**config.mk**
```make
export PLATFORM = sky130hd
export DESIGN_NAME = seg_addr_unit
export DESIGN_NICKNAME = d
export VERILOG_FILES = /design/src/rtl/seg_addr_pkg.sv /design/src/rtl/seg_ea_calc.sv /design/src/rtl/seg_select.sv /design/src/rtl/seg_relocate.sv /design/src/rtl/seg_addr_unit.sv
export SDC_FILE = /design/constraint.sdc
export NUM_CORES = 1
export LEC_CHECK = 0
export BUFFER_PORTS_ARGS = -buffer_cell sky130_fd_sc_hd__buf_2
export CAP_MARGIN = 20
export CORE_AREA = 2 2 87 89
export DETAILED_ROUTE_END_ITERATION = 7
export DIE_AREA = 0 0 89 91
export PLACE_DENSITY_LB_ADDON = 0.15
export REMOVE_ABC_BUFFERS = 1
export SLEW_MARGIN = 20
export SYNTH_ARGS = -nofsm -noshare
export SYNTH_HDL_FRONTEND = slang
export SYNTH_SLANG_ARGS = --single-unit
```
**constraint.sdc**
```tcl
create_clock -name vclk -period 9.5
set_clock_uncertainty 0.2 [all_clocks]
set_input_delay 0.475 -clock vclk [all_inputs]
set_output_delay 0.475 -clock vclk [all_outputs]
set_load 0.05 [all_outputs]
```
**src/rtl/seg_addr_pkg.sv**
```systemverilog
package seg_addr_pkg;
  localparam int OFF_W      = 16;
  localparam int SEG_SHIFT  = 4;
  localparam int PHYS_W     = OFF_W + SEG_SHIFT;
  localparam int SEG_COUNT  = 4;
  localparam int SEG_IDX_W  = $clog2(SEG_COUNT);
  localparam int MODE_W     = 3;
  localparam int KIND_W     = 2;

  typedef enum logic [SEG_IDX_W-1:0] {
    SEG_EXTRA = 2'd0,
    SEG_CODE  = 2'd1,
    SEG_STACK = 2'd2,
    SEG_DATA  = 2'd3
  } seg_id_e;

  localparam logic [MODE_W-1:0] AM_DIRECT        = 3'd0;
  localparam logic [MODE_W-1:0] AM_IND_BASE      = 3'd1;
  localparam logic [MODE_W-1:0] AM_IND_INDEX     = 3'd2;
  localparam logic [MODE_W-1:0] AM_BASED         = 3'd3;
  localparam logic [MODE_W-1:0] AM_INDEXED       = 3'd4;
  localparam logic [MODE_W-1:0] AM_BASED_INDEXED = 3'd5;

  localparam logic [KIND_W-1:0] KIND_CODE  = 2'd0;
  localparam logic [KIND_W-1:0] KIND_DATA  = 2'd1;
  localparam logic [KIND_W-1:0] KIND_STACK = 2'd2;

  // Three-operand offset sum, truncated to the offset width.
  function automatic logic [OFF_W-1:0] ea_sum(
    input logic [OFF_W-1:0] base_v,
    input logic [OFF_W-1:0] index_v,
    input logic [OFF_W-1:0] disp_v,
    input logic             use_base,
    input logic             use_index,
    input logic             use_disp
  );
    logic [OFF_W-1:0] b, x, d;
    b = use_base  ? base_v  : '0;
    x = use_index ? index_v : '0;
    d = use_disp  ? disp_v  : '0;
    return b + x + d;
  endfunction

  // Segment relocation: shift left and add, keeping PHYS_W bits.
  function automatic logic [PHYS_W-1:0] relocate(
    input logic [OFF_W-1:0] seg_v,
    input logic [OFF_W-1:0] off_v
  );
    logic [PHYS_W-1:0] s, o;
    s = {seg_v, {SEG_SHIFT{1'b0}}};
    o = {{SEG_SHIFT{1'b0}}, off_v};
    return s + o;
  endfunction
endpackage

```
**src/rtl/seg_ea_calc.sv**
```systemverilog
module seg_ea_calc
  import seg_addr_pkg::*;
(
  input  logic [OFF_W-1:0]  reg_bx,
  input  logic [OFF_W-1:0]  reg_bp,
  input  logic [OFF_W-1:0]  reg_si,
  input  logic [OFF_W-1:0]  reg_di,
  input  logic [OFF_W-1:0]  disp,
  input  logic [MODE_W-1:0] addr_mode,
  input  logic              base_pick,
  input  logic              index_pick,
  output logic [OFF_W-1:0]  ea,
  output logic              bp_involved
);
  logic [OFF_W-1:0] base_v, index_v;
  logic use_base, use_index, use_disp;

  assign base_v  = base_pick  ? reg_bp : reg_bx;
  assign index_v = index_pick ? reg_di : reg_si;

  always_comb begin
    use_base  = 1'b0;
    use_index = 1'b0;
    use_disp  = 1'b0;
    case (addr_mode)
      AM_IND_BASE:      use_base = 1'b1;
      AM_IND_INDEX:     use_index = 1'b1;
      AM_BASED:         begin use_base = 1'b1; use_disp = 1'b1; end
      AM_INDEXED:       begin use_index = 1'b1; use_disp = 1'b1; end
      AM_BASED_INDEXED: begin use_base = 1'b1; use_index = 1'b1; use_disp = 1'b1; end
      default:          use_disp = 1'b1; // direct and reserved codes
    endcase
  end

  assign ea          = ea_sum(base_v, index_v, disp, use_base, use_index, use_disp);
  assign bp_involved = use_base & base_pick;

  // an indirect access through the index path never involves BP.
  always_comb begin
    if (addr_mode == AM_IND_INDEX)
      p_index_no_bp_r5: assert (!bp_involved && ea == index_v)
        else $error("index indirect mismatch");
  end
endmodule

```
**src/rtl/seg_select.sv**
```systemverilog
module seg_select
  import seg_addr_pkg::*;
(
  input  logic [KIND_W-1:0]    access_kind,
  input  logic                 bp_involved,
  input  logic                 ovr_en,
  input  logic [SEG_IDX_W-1:0] ovr_seg,
  output seg_id_e              seg_id,
  output logic                 is_data
);
  assign is_data = (access_kind != KIND_CODE) && (access_kind != KIND_STACK);

  always_comb begin
    if (access_kind == KIND_CODE)       seg_id = SEG_CODE;
    else if (access_kind == KIND_STACK) seg_id = SEG_STACK;
    else if (ovr_en)                    seg_id = seg_id_e'(ovr_seg);
    else if (bp_involved)               seg_id = SEG_STACK;
    else                                seg_id = SEG_DATA;
  end
endmodule

```
**src/rtl/seg_relocate.sv**
```systemverilog
module seg_relocate
  import seg_addr_pkg::*;
(
  input  logic [OFF_W-1:0]  seg_file [SEG_COUNT],
  input  seg_id_e           seg_id,
  input  logic [OFF_W-1:0]  offset,
  output logic [OFF_W-1:0]  seg_value,
  output logic [PHYS_W-1:0] phys
);
  logic [SEG_COUNT-1:0] hit;
  logic [OFF_W-1:0]     masked [SEG_COUNT];

  for (genvar g = 0; g < SEG_COUNT; g++) begin : g_seg
    assign hit[g]    = (seg_id == seg_id_e'(SEG_IDX_W'(g)));
    assign masked[g] = seg_file[g] & {OFF_W{hit[g]}};
  end

  always_comb begin
    seg_value = '0;
    for (int i = 0; i < SEG_COUNT; i++) seg_value = seg_value | masked[i];
  end

  assign phys = relocate(seg_value, offset);

  // exactly one segment register feeds the adder.
  always_comb begin
    p_one_segment_r1: assert ($countones(hit) == 1)
      else $error("segment select not one-hot");
  end
endmodule

```
**src/rtl/seg_addr_unit.sv**
```systemverilog
module seg_addr_unit
  import seg_addr_pkg::*;
(
  input  logic [15:0] seg_es,
  input  logic [15:0] seg_cs,
  input  logic [15:0] seg_ss,
  input  logic [15:0] seg_ds,
  input  logic [15:0] reg_bx,
  input  logic [15:0] reg_bp,
  input  logic [15:0] reg_si,
  input  logic [15:0] reg_di,
  input  logic [15:0] reg_ip,
  input  logic [15:0] reg_sp,
  input  logic [15:0] disp,
  input  logic [2:0]  addr_mode,
  input  logic [1:0]  access_kind,
  input  logic        base_pick,
  input  logic        index_pick,
  input  logic        ovr_en,
  input  logic [1:0]  ovr_seg,
  output logic [15:0] eff_addr,
  output logic [1:0]  seg_sel,
  output logic [19:0] phys_addr
);
  logic [OFF_W-1:0]  data_ea;
  logic              bp_involved;
  logic              is_data;
  seg_id_e           seg_id;
  logic [OFF_W-1:0]  seg_value;
  logic [PHYS_W-1:0] phys;
  logic [OFF_W-1:0]  seg_file [SEG_COUNT];

  assign seg_file[SEG_EXTRA] = seg_es;
  assign seg_file[SEG_CODE]  = seg_cs;
  assign seg_file[SEG_STACK] = seg_ss;
  assign seg_file[SEG_DATA]  = seg_ds;

  seg_ea_calc u_ea (
    .reg_bx(reg_bx), .reg_bp(reg_bp), .reg_si(reg_si), .reg_di(reg_di),
    .disp(disp), .addr_mode(addr_mode), .base_pick(base_pick),
    .index_pick(index_pick), .ea(data_ea), .bp_involved(bp_involved)
  );

  seg_select u_sel (
    .access_kind(access_kind), .bp_involved(bp_involved), .ovr_en(ovr_en),
    .ovr_seg(ovr_seg), .seg_id(seg_id), .is_data(is_data)
  );

  always_comb begin
    if (access_kind == KIND_CODE)       eff_addr = reg_ip;
    else if (access_kind == KIND_STACK) eff_addr = reg_sp;
    else                                eff_addr = data_ea;
  end

  seg_relocate u_rel (
    .seg_file(seg_file), .seg_id(seg_id), .offset(eff_addr),
    .seg_value(seg_value), .phys(phys)
  );

  assign seg_sel   = seg_id;
  assign phys_addr = phys;

  always_comb begin
    p_phys_nibble_r1: assert (phys_addr[3:0] == eff_addr[3:0])
      else $error("low nibble not carried through");
    p_phys_upper_r10: assert (phys_addr[19:4] == 16'(seg_value + {4'b0, eff_addr[15:4]}))
      else $error("upper relocation sum wrong");
    if (access_kind == KIND_CODE)
      p_code_cs_r2: assert (seg_sel == 2'd1 && eff_addr == reg_ip)
        else $error("code fetch not CS:IP");
    if (access_kind == KIND_STACK)
      p_stack_ss_r3: assert (seg_sel == 2'd2 && eff_addr == reg_sp)
        else $error("stack access not SS:SP");
    if (is_data && ovr_en)
      p_override_r9: assert (seg_sel == ovr_seg)
        else $error("override not honoured");
    if (is_data && !ovr_en && bp_involved)
      p_bp_stack_r6: assert (seg_sel == 2'd2)
        else $error("BP access not on stack segment");
  end
endmodule

```
==> reports/metrics.yaml <==
syn_to_final_growth_pct: 38.20
drv_cap: 0
dieHeight_um: 91
design.die.area_sq_um: 8099
rows: 31
cts_setup_buffers: 0
viasPerCell: 5.164
hold_buffers: 0
critPathMaxFanout: 11
yosysSeqAreaShare_pct: 0
synth.most_common_cell: "nand2_1"
hold_viol: 0
grt_usage_pct: 23.03
fmax_mhz: 153.2
postRouteAntennaNets: 0
ys_types: 51
layout-drive-gt1-share_pct: 41.37
n_clock_buffer: 0
yosys-top-cells-area: "fa_1 (11%), ha_1 (11%), nand2_1 (9.9%)"
fp.dieW_um: 89
io_pins: 224
start_util_pct: 42.86
io_buffers: 224
critPathKind: "input port to output pin"
synthesis.area_sq_um: 3059
fin_crit_sh_pct: 68.71
seq_cell_count: 0
tightest_slew_ns: 0.9175
maxSlewViolCount: 0
dr.pass1.iters: 4
powerDensity_nw_per_um2: 147.4
grt_max_degree: 43
multiInputGateArea_sq_um: 2844
worstPathRequired_ns: 8.83
grt_antenna_before_repair: 0
crit_path_start_kind: "input port"
via_count: 3744
ctsResizeCount: 0
vdd_ir_drop_max_mv: 0.06570
place.gp.congestion: 0.8499
dp.final_hpwl_um: 8747
overflow: 0
period_needed_ns: 6.528
diodes: 0
drt_iter0_markers: 161
setup_tns_ns: 0
wl_per_cell_um: 13.62
leakagePower_nw: 2.347
avgSynthCellArea_sq_um: 7.284
yosysTopAreaCell: "fa_1"
syn-instance-count: 420
nFillCells: 726
min_path_type: "input port to output pin"
core_area_sq_um: 7137
slew_headroom_pct: 37.08
hold_ws_ns: 1.236
synth_common_cells: "nand2_1 (81), inv_1 (31), mux2i_1 (28), ha_1 (26), o21ai_0 (25)"
rsz0062_at_grt: "no"
end_kind: "output pin"
drc: 0
routed_wl_um: 9875
grt_pass1_vias: 3693
arrival_ns: 5.85
status: "finished clean"
grt_pass1_wl_um: 15720
setup_viol: 0
regArea_sq_um: 0
ys_warn_count: 0
synth_top_area_share_pct: 11.12
layout.nets: 857
-- per-layer routing --
metal / track usage [%] / up-vias / wire length [um]
li1: - / 1913 / -
met1: 29.89 / 1662 / 4222
met2: 42.04 / 159 / 4815
met3: 1.636 / 10 / 736
met4: 2.985 / 0 / 102
met5: 0 / - / 0
-- placed cells by master, fill, tap and decap left out, drive strengths merged, types with 5 or more instances in the layout --
master | netlist | routed
buf | 10 | 227
nand2 | 81 | 81
inv | 31 | 31
mux2i | 28 | 28
ha | 26 | 26
o21ai | 25 | 25
mux2 | 25 | 25
a21oi | 24 | 24
xnor2 | 22 | 22
nor2 | 21 | 21
fa | 17 | 17
a222oi | 13 | 13
a21o | 10 | 10
a211oi | 10 | 10
nor2b | 8 | 8
and2 | 7 | 7
nand3 | 6 | 6
xor2 | 5 | 5
-- layout make-up --
class                           instances  area share [%]
Inverter                               31           2.752
Multi-Input combinational cell        368           67.27
Tap cell                               99           2.930
Timing Repair Buffer                  227           27.05
-- critical path, stage by stage --
cell and delay (ns):
buf_2 0.11, nand2b_1 0.16, mux2i_1 0.70, nand2_1 0.19, fa_1 0.63, inv_1 0.05, ha_1 0.29, a211oi_1 0.33
o211ai_1 0.17, a41oi_1 0.37, xnor2_1 0.16, nand2_1 0.09, o21ai_0 0.15, ha_1 0.32, a21oi_1 0.20, o2111ai_1 0.18
a31o_2 0.26, a21oi_1 0.26, o21a_1 0.18, nand3b_1 0.13, xor2_1 0.15, buf_2 0.28
-- through the flow --
stage	utilization (%)	instance area, sq um	power [W]	setup WS (ns)	std cells
finish	59.24	4228	0.0006233	2.972	725
global route	59.24	4228	0.0006730	2.546	725
CTS	59.24	4228	0.0006237	2.948	725
detailed placement	59.24	4228	0.0006217	2.961	725
global placement	59.24	4228	0.0006144	3.182	725
floorplan	-	2960	0.0004652	2.773	399
-- final timing paths --
kind / slack (ns) / cells past startpoint / endpoint / startpoint
max: 2.97 / 22 / phys_addr[19] / addr_mode[0]
min: 1.24 / 4 / phys_addr[16] / seg_cs[12]
-- kinds of logic after synthesis --
family / after synthesis / share of synthesized area [%]
simple gates: 137 / 19.80
compound gates: 108 / 25.32
mux: 53 / 18.36
buf+inv: 52 / 7.035
fa+ha+maj: 43 / 21.76
xor+xnor: 27 / 7.730
-- power by group --
part,internal [W],switching (W),total [W]
Combinational,0.000203,0.000420,0.000623
Sequential,0,0,0
Clock,0,0,0
Note: power is estimated with default switching activity, not from simulation.
